$ cat src/rtl/bridge_ord_pkg.sv
package bridge_ord_pkg;

  localparam int CMD_W = 4;

  typedef enum logic [CMD_W-1:0] {
    CMD_INT_ACK     = 4'h0,
    CMD_SPECIAL     = 4'h1,
    CMD_IO_RD       = 4'h2,
    CMD_IO_WR       = 4'h3,
    CMD_MEM_RD      = 4'h6,
    CMD_MEM_WR      = 4'h7,
    CMD_CFG_RD      = 4'hA,
    CMD_CFG_WR      = 4'hB,
    CMD_MEM_RD_MULT = 4'hC,
    CMD_MEM_RD_LINE = 4'hE,
    CMD_MEM_WR_INV  = 4'hF
  } bus_cmd_e;

  typedef enum logic [1:0] {
    CLS_IGNORE   = 2'd0,
    CLS_POSTABLE = 2'd1,
    CLS_NONPOST  = 2'd2
  } cmd_class_e;

  typedef struct packed {
    logic retry;
    logic post;
    logic accept;
  } decision_t;

  // Class of a command code as seen by the crossing logic.
  function automatic cmd_class_e classify_cmd(input logic [CMD_W-1:0] code);
    cmd_class_e c;
    case (code)
      CMD_MEM_WR, CMD_MEM_WR_INV:                     c = CLS_POSTABLE;
      CMD_IO_RD, CMD_IO_WR, CMD_MEM_RD, CMD_CFG_RD,
      CMD_CFG_WR, CMD_MEM_RD_MULT, CMD_MEM_RD_LINE:   c = CLS_NONPOST;
      default:                                        c = CLS_IGNORE;
    endcase
    return c;
  endfunction

endpackage

$ cat src/rtl/ord_cmd_class.sv
module ord_cmd_class
  import bridge_ord_pkg::*;
(
  input  logic [CMD_W-1:0] cmd,
  output cmd_class_e       cls
);

  always_comb cls = classify_cmd(cmd);

endmodule

$ cat src/rtl/ord_cfg_ctl.sv
module ord_cfg_ctl #(
  parameter int          ADDR_W     = 8,
  parameter int          DATA_W     = 32,
  parameter int unsigned CTL_OFFSET = 'h40,
  parameter int          DIS_BIT    = 1
) (
  input  logic                clk,
  input  logic                rst,
  input  logic                cfg_wr,
  input  logic [ADDR_W-1:0]   cfg_addr,
  input  logic [DATA_W-1:0]   cfg_wdata,
  input  logic [DATA_W/8-1:0] cfg_be,
  input  logic                strap_sw_ctl,
  output logic                posting_off
);

  localparam int               BE_W     = DATA_W / 8;
  localparam int               WORD_LSB = $clog2(BE_W);
  localparam int               DIS_LANE = DIS_BIT / 8;
  localparam logic [ADDR_W-1:0] OFS     = ADDR_W'(CTL_OFFSET);

  logic dis_q;
  logic hit;

  // Dword decode plus the byte lane that carries the flag.
  always_comb begin
    hit = cfg_wr
        && (cfg_addr[ADDR_W-1:WORD_LSB] == OFS[ADDR_W-1:WORD_LSB])
        && cfg_be[DIS_LANE];
  end

  always_ff @(posedge clk) begin
    if (rst) begin
      dis_q <= 1'b0;
    end else if (hit) begin
      dis_q <= cfg_wdata[DIS_BIT];
    end
  end

  // The flag matters only while the strap hands control to software.
  always_comb posting_off = dis_q & strap_sw_ctl;

  logic unused_cfg_bits;
  always_comb unused_cfg_bits = ^{cfg_wdata, cfg_addr, cfg_be};

  // the flag moves only on a configuration write
  a_r6_hold_without_write: assert property (@(posedge clk) disable iff (rst)
    !cfg_wr |=> $stable(dis_q));

  // a write to the control dword with the lane enabled loads the flag
  a_r6_load_on_hit: assert property (@(posedge clk) disable iff (rst)
    (cfg_wr && cfg_be[DIS_LANE]
     && cfg_addr[ADDR_W-1:WORD_LSB] == OFS[ADDR_W-1:WORD_LSB])
    |=> dis_q == $past(cfg_wdata[DIS_BIT]));

endmodule

$ cat src/rtl/ord_side_decide.sv
module ord_side_decide
  import bridge_ord_pkg::*;
(
  input  logic             clk,
  input  logic             rst,
  input  logic             req,
  input  logic [CMD_W-1:0] cmd,
  input  logic             far_empty,
  input  logic             posting_off,
  output decision_t        dec
);

  cmd_class_e cls;
  decision_t  dec_q;

  ord_cmd_class u_cls (
    .cmd (cmd),
    .cls (cls)
  );

  always_ff @(posedge clk) begin
    if (rst) begin
      dec_q <= '0;
    end else begin
      dec_q <= '0;
      if (req) begin
        case (cls)
          CLS_POSTABLE: begin
            if (!posting_off)   dec_q.post   <= 1'b1;
            else if (far_empty) dec_q.accept <= 1'b1;
            else                dec_q.retry  <= 1'b1;
          end
          CLS_NONPOST: begin
            if (far_empty) dec_q.accept <= 1'b1;
            else           dec_q.retry  <= 1'b1;
          end
          default: ;
        endcase
      end
    end
  end

  assign dec = dec_q;

  // one outcome per request at most
  a_r11_exclusive: assert property (@(posedge clk) disable iff (rst)
    $onehot0({dec_q.retry, dec_q.post, dec_q.accept}));

  // no strobe, no outcome
  a_r11_quiet: assert property (@(posedge clk) disable iff (rst)
    !req |=> (dec_q == '0));

  // ordering barrier against the opposite buffer
  a_r4_retry_when_pending: assert property (@(posedge clk) disable iff (rst)
    (req && cls == CLS_NONPOST && !far_empty) |=> dec_q.retry);

  // barrier lifted once the opposite buffer drained
  a_r3_accept_when_clear: assert property (@(posedge clk) disable iff (rst)
    (req && cls == CLS_NONPOST && far_empty) |=> dec_q.accept);

  // writes go straight into the buffer while posting is on
  a_r2_post_enabled: assert property (@(posedge clk) disable iff (rst)
    (req && cls == CLS_POSTABLE && !posting_off) |=> dec_q.post);

  // unclaimed commands never see a response
  a_r5_unclaimed: assert property (@(posedge clk) disable iff (rst)
    (req && cls == CLS_IGNORE) |=> (dec_q == '0));

endmodule

$ cat src/rtl/ord_flush_track.sv
module ord_flush_track (
  input  logic clk,
  input  logic rst,
  input  logic buf_empty,
  output logic flush_req
);

  logic flush_q;

  always_ff @(posedge clk) begin
    if (rst) flush_q <= 1'b0;
    else     flush_q <= ~buf_empty;
  end

  assign flush_req = flush_q;

  // request raised while data waits
  a_r9_raise: assert property (@(posedge clk) disable iff (rst)
    !buf_empty |=> flush_req);

  // request dropped once the buffer is empty
  a_r9_drop: assert property (@(posedge clk) disable iff (rst)
    buf_empty |=> !flush_req);

endmodule

$ cat src/rtl/bridge_post_order.sv
module bridge_post_order
  import bridge_ord_pkg::*;
#(
  parameter int          CFG_ADDR_W = 8,
  parameter int          CFG_DATA_W = 32,
  parameter int unsigned CTL_OFFSET = 'h40,
  parameter int          DIS_BIT    = 1
) (
  input  logic                        clk,
  input  logic                        rst,
  input  logic [1:0]                  in_req,
  input  logic [1:0][CMD_W-1:0]       in_cmd,
  input  logic [1:0]                  pbuf_empty,
  input  logic                        cfg_wr,
  input  logic [CFG_ADDR_W-1:0]       cfg_addr,
  input  logic [CFG_DATA_W-1:0]       cfg_wdata,
  input  logic [CFG_DATA_W/8-1:0]     cfg_be,
  input  logic                        strap_sw_ctl,
  output logic [1:0]                  dec_accept,
  output logic [1:0]                  dec_post,
  output logic [1:0]                  dec_retry,
  output logic [1:0]                  flush_req
);

  localparam int NSIDE = 2;

  logic posting_off;

  ord_cfg_ctl #(
    .ADDR_W     (CFG_ADDR_W),
    .DATA_W     (CFG_DATA_W),
    .CTL_OFFSET (CTL_OFFSET),
    .DIS_BIT    (DIS_BIT)
  ) u_cfg (
    .clk          (clk),
    .rst          (rst),
    .cfg_wr       (cfg_wr),
    .cfg_addr     (cfg_addr),
    .cfg_wdata    (cfg_wdata),
    .cfg_be       (cfg_be),
    .strap_sw_ctl (strap_sw_ctl),
    .posting_off  (posting_off)
  );

  for (genvar s = 0; s < NSIDE; s++) begin : g_side
    localparam int FAR = NSIDE - 1 - s;
    decision_t dec;

    // A side is ordered only against writes that entered on the far side.
    ord_side_decide u_dec (
      .clk         (clk),
      .rst         (rst),
      .req         (in_req[s]),
      .cmd         (in_cmd[s]),
      .far_empty   (pbuf_empty[FAR]),
      .posting_off (posting_off),
      .dec         (dec)
    );

    ord_flush_track u_flush (
      .clk       (clk),
      .rst       (rst),
      .buf_empty (pbuf_empty[s]),
      .flush_req (flush_req[s])
    );

    assign dec_accept[s] = dec.accept;
    assign dec_post[s]   = dec.post;
    assign dec_retry[s]  = dec.retry;

    // without the strap, software cannot stop posting
    a_r7_strap_gate: assert property (@(posedge clk) disable iff (rst)
      (!strap_sw_ctl && in_req[s] && classify_cmd(in_cmd[s]) == CLS_POSTABLE)
      |=> dec_post[s]);

    // own buffer contents never cause a retry of a non-posted access
    a_r10_own_buffer: assert property (@(posedge clk) disable iff (rst)
      (in_req[s] && classify_cmd(in_cmd[s]) == CLS_NONPOST && pbuf_empty[FAR])
      |=> !dec_retry[s]);
  end

endmodule

$ cat config.mk
export PLATFORM = sky130hd
export DESIGN_NAME = bridge_post_order
export DESIGN_NICKNAME = d
export VERILOG_FILES = /design/src/rtl/bridge_ord_pkg.sv /design/src/rtl/ord_cmd_class.sv /design/src/rtl/ord_cfg_ctl.sv /design/src/rtl/ord_side_decide.sv /design/src/rtl/ord_flush_track.sv /design/src/rtl/bridge_post_order.sv
export SDC_FILE = /design/constraint.sdc
export NUM_CORES = 1
export LEC_CHECK = 0
export ABC_CLOCK_PERIOD_IN_PS = 1900
export BUFFER_PORTS_ARGS = -buffer_cell sky130_fd_sc_hd__buf_2
export CORE_UTILIZATION = 30
export DETAILED_ROUTE_END_ITERATION = 7
export PLACE_DENSITY_LB_ADDON = 0.25
export SYNTH_ARGS = -nofsm -noshare
export SYNTH_HDL_FRONTEND = slang
export SYNTH_HIERARCHICAL = 1
export SYNTH_SLANG_ARGS = --single-unit
export TNS_END_PERCENT = 100
$ cat constraint.sdc
create_clock -name clk -period 1.9 [get_ports clk]
set_input_delay 0.095 -clock clk [delete_from_list [all_inputs] [get_ports clk]]
set_output_delay 0.095 -clock clk [all_outputs]
set_load 0.005 [all_outputs]
==> results.md <==
- Post-synthesis instance area: 457 um2
- Most common cell after layout, fill and taps aside: buf_2
- I/O Buffers: 31
- Hold_ws: 35.3 ps
- CTS tree: built
- Crit Path Class: reg2reg
- Element type at the critical path start: flip-flop
- Worst Path Required: 2060 ps
- Reg area: approximately 180 um2
- Clock skew: 2.42 ps
- Hold buffers post-CTS: 0
- CTS buffer count: 3
- Setup TNS: 0 ps
- Max-Cap Viols: 0
- Number of global-route vias before repair: approximately 330
- RSZ-0062 raised after global routing: false
- Fin util: 0.487
- Layout area overhead: 43.8%
- Overall power: a little over 400 uW
- Multi-input gate area: between 200 and 300 um2
- Peak fanout along the critical path: 4
- Outcome: complete, no violations
- Max clock buf depth: 2
- Slew Viols, Final: 0
- I/O pins: 68
- Rel. slew slack: 0.863
- Drt via density: 4.51
- Clock group share of total power: 0.350
- Setup violations, final: 0
- Measured slew at the worst slew-check pin: 205 ps
- Design internal power: 312 uW
- Sw power: 94.8 uW
- Die W: 41.0 um
- Post-DR wirelength/cell: 8.51 um
- Post-DRT Antenna Nets: 0
- Filler cells: 136
- Post-CTS Resized: 0
- Initial core utilization: 0.338
- CTS Root Cell: clkbuf_4
- Mapped Cells: 42
- Post-route minimum period: 995 ps
- H-Tree Depth: 1
- Diodes inserted: 0
- Final Hold Fails: 0
- Top cells by area, synth: dfxtp_1, ha_1, nor4b_2
- Leak pwr: 0.333 nW
- Die area: 0.00168 mm2
- First-pass GRT wire length: around 1.1 mm
- Postcts setup bufs: 0
- CTS sink cnt: 9
- Final #Nets: 142
- Most frequent cells in the layout: buf_2, dfxtp_1, inv_1, ha_1, a21oi_1
- Comb power frac: 0.174
- Gpl congestion: around 0.67
- Sequential fraction of the synthesis area: 0.395
- WL final: just under 800 um
- Crit path capture type: flip-flop
- Crit path arrival time: between 1000 and 1500 ps
- Cell row count: 13
- Die H: 41.0 um
- Largest net degree at the start of global routing: 7
- Layout cells sized above 1: 0.584
- GR Util All Layers: 0.105
- Fin cells: 92
- Drt pass-1 iters: 4
- Register clock-pin slew on the reported worst setup and hold paths: 60 ps
- Placed cells: 88
- Antenna violations before repair: 0
- Core Area: 0.00135 mm2
- Worst-Skew Late Latency: 250 ps
- Flop pwr share: 0.476
- Syn Area/Cell: 10.9 um2
- Power per cell area: 619 mW/mm2
- Area share of the largest cell type after synthesis: 0.395
- Final period utilization: 0.524
- Worst hold path type: in2reg
- Synth unique cells: 15
- Hpwl dp: 695 um
- Sw frac: 0.233
- Yosys top cell by area: dfxtp_1
- Syn nets: 106
- DRT iter0 DRCs: 5
- Number of synthesized register bits: 9
- YS warnings: 6
- FF-to-FF setup slack: a little over 900 ps
- DR vias: a little over 400
- Achievable Freq: 1.00 GHz
- Maximum vdd drop: 0.263 mV
- Remaining global-route overflow: 0
- Drt drc: 0
## path summary, 6_finish.rpt
path                               startpoint                     end  cells past startpoint
worst min-delay path            pbuf_empty[1]  g_side[0].u_dec/dec[2]                      2
worst max register to register    u_cfg/dis_q  g_side[1].u_dec/dec[0]                      3
worst max-delay path              u_cfg/dis_q  g_side[1].u_dec/dec[0]                      3
worst min register to register    u_cfg/dis_q             u_cfg/dis_q                      2
## final cells by class
class | instances | share of cell area
clock buffer | 4 | 0.0400
inverter | 4 | 0.0229
multi-input combinational | 29 | 0.398
sequential | 9 | 0.274
tap | 15 | 0.0286
timing repair buffer | 31 | 0.236
## registers in the layout, summed over array words and instances (netlist names)
name / flops
g_side.u_flush/flush_req: 2
g_side.u_dec/dec: 6
u_cfg/dis_q: 1
## layer usage
metal  part of all wire  vias up  global-route usage  wire, um
met3               0.10        0              0.0163        82
li1                   -      218                   -         -
met4                  0        0              0.0750         0
met2               0.46       24               0.184       359
met1               0.44      173               0.111       341
met5                  0        -                   0         0
## worst max-delay path, cell delays in order, from the launching register on
cell and delay (ps):
dfxtp_1 320, and2_1 230, a21oi_2 100, nor4b_2 250
## per-stage QoR
step,setup WS (ps),instance area [um2]
3_5_place_dp,779,631
6_report,905,657
4_1_cts,886,657
5_1_grt,856,657
2_1_floorplan,953,457
3_3_place_gp,800,631
## power by group through the flow
stage / registers [mW] / logic [mW] / clock network [mW]
floorplan: 0.199 / 0.0346 / 0
global route: 0.194 / 0.0805 / 0.157
CTS: 0.194 / 0.0720 / 0.146
global placement: 0.198 / 0.0700 / 0
finish: 0.194 / 0.0709 / 0.142
detailed placement: 0.198 / 0.0716 / 0
## kinds of logic (layout without fill, tap and decap cells)
family                     count (synthesis)  count (layout)  synth area share
AOI/OAI and AO/OA                          6               6            0.0822
adders and majority gates                  4               4             0.110
buffers and inverters                      4              39            0.0329
DFF                                        9               9             0.395
muxes                                      1               1            0.0219
and+or+nand+nor                           18              18             0.359
## synthesized netlist by cell type, drive strengths merged
| master | instances |
|---|---|
| nor4 | 2 |
| and2 | 1 |
| ha | 4 |
| nand4 | 1 |
| mux2i | 1 |
| nand2b | 4 |
| nor2 | 3 |
| dfxtp | 9 |
| a21oi | 6 |
| nor3b | 2 |
| and3 | 2 |
| inv | 4 |
| nor4b | 3 |
(Power assumes the default switching activity.)
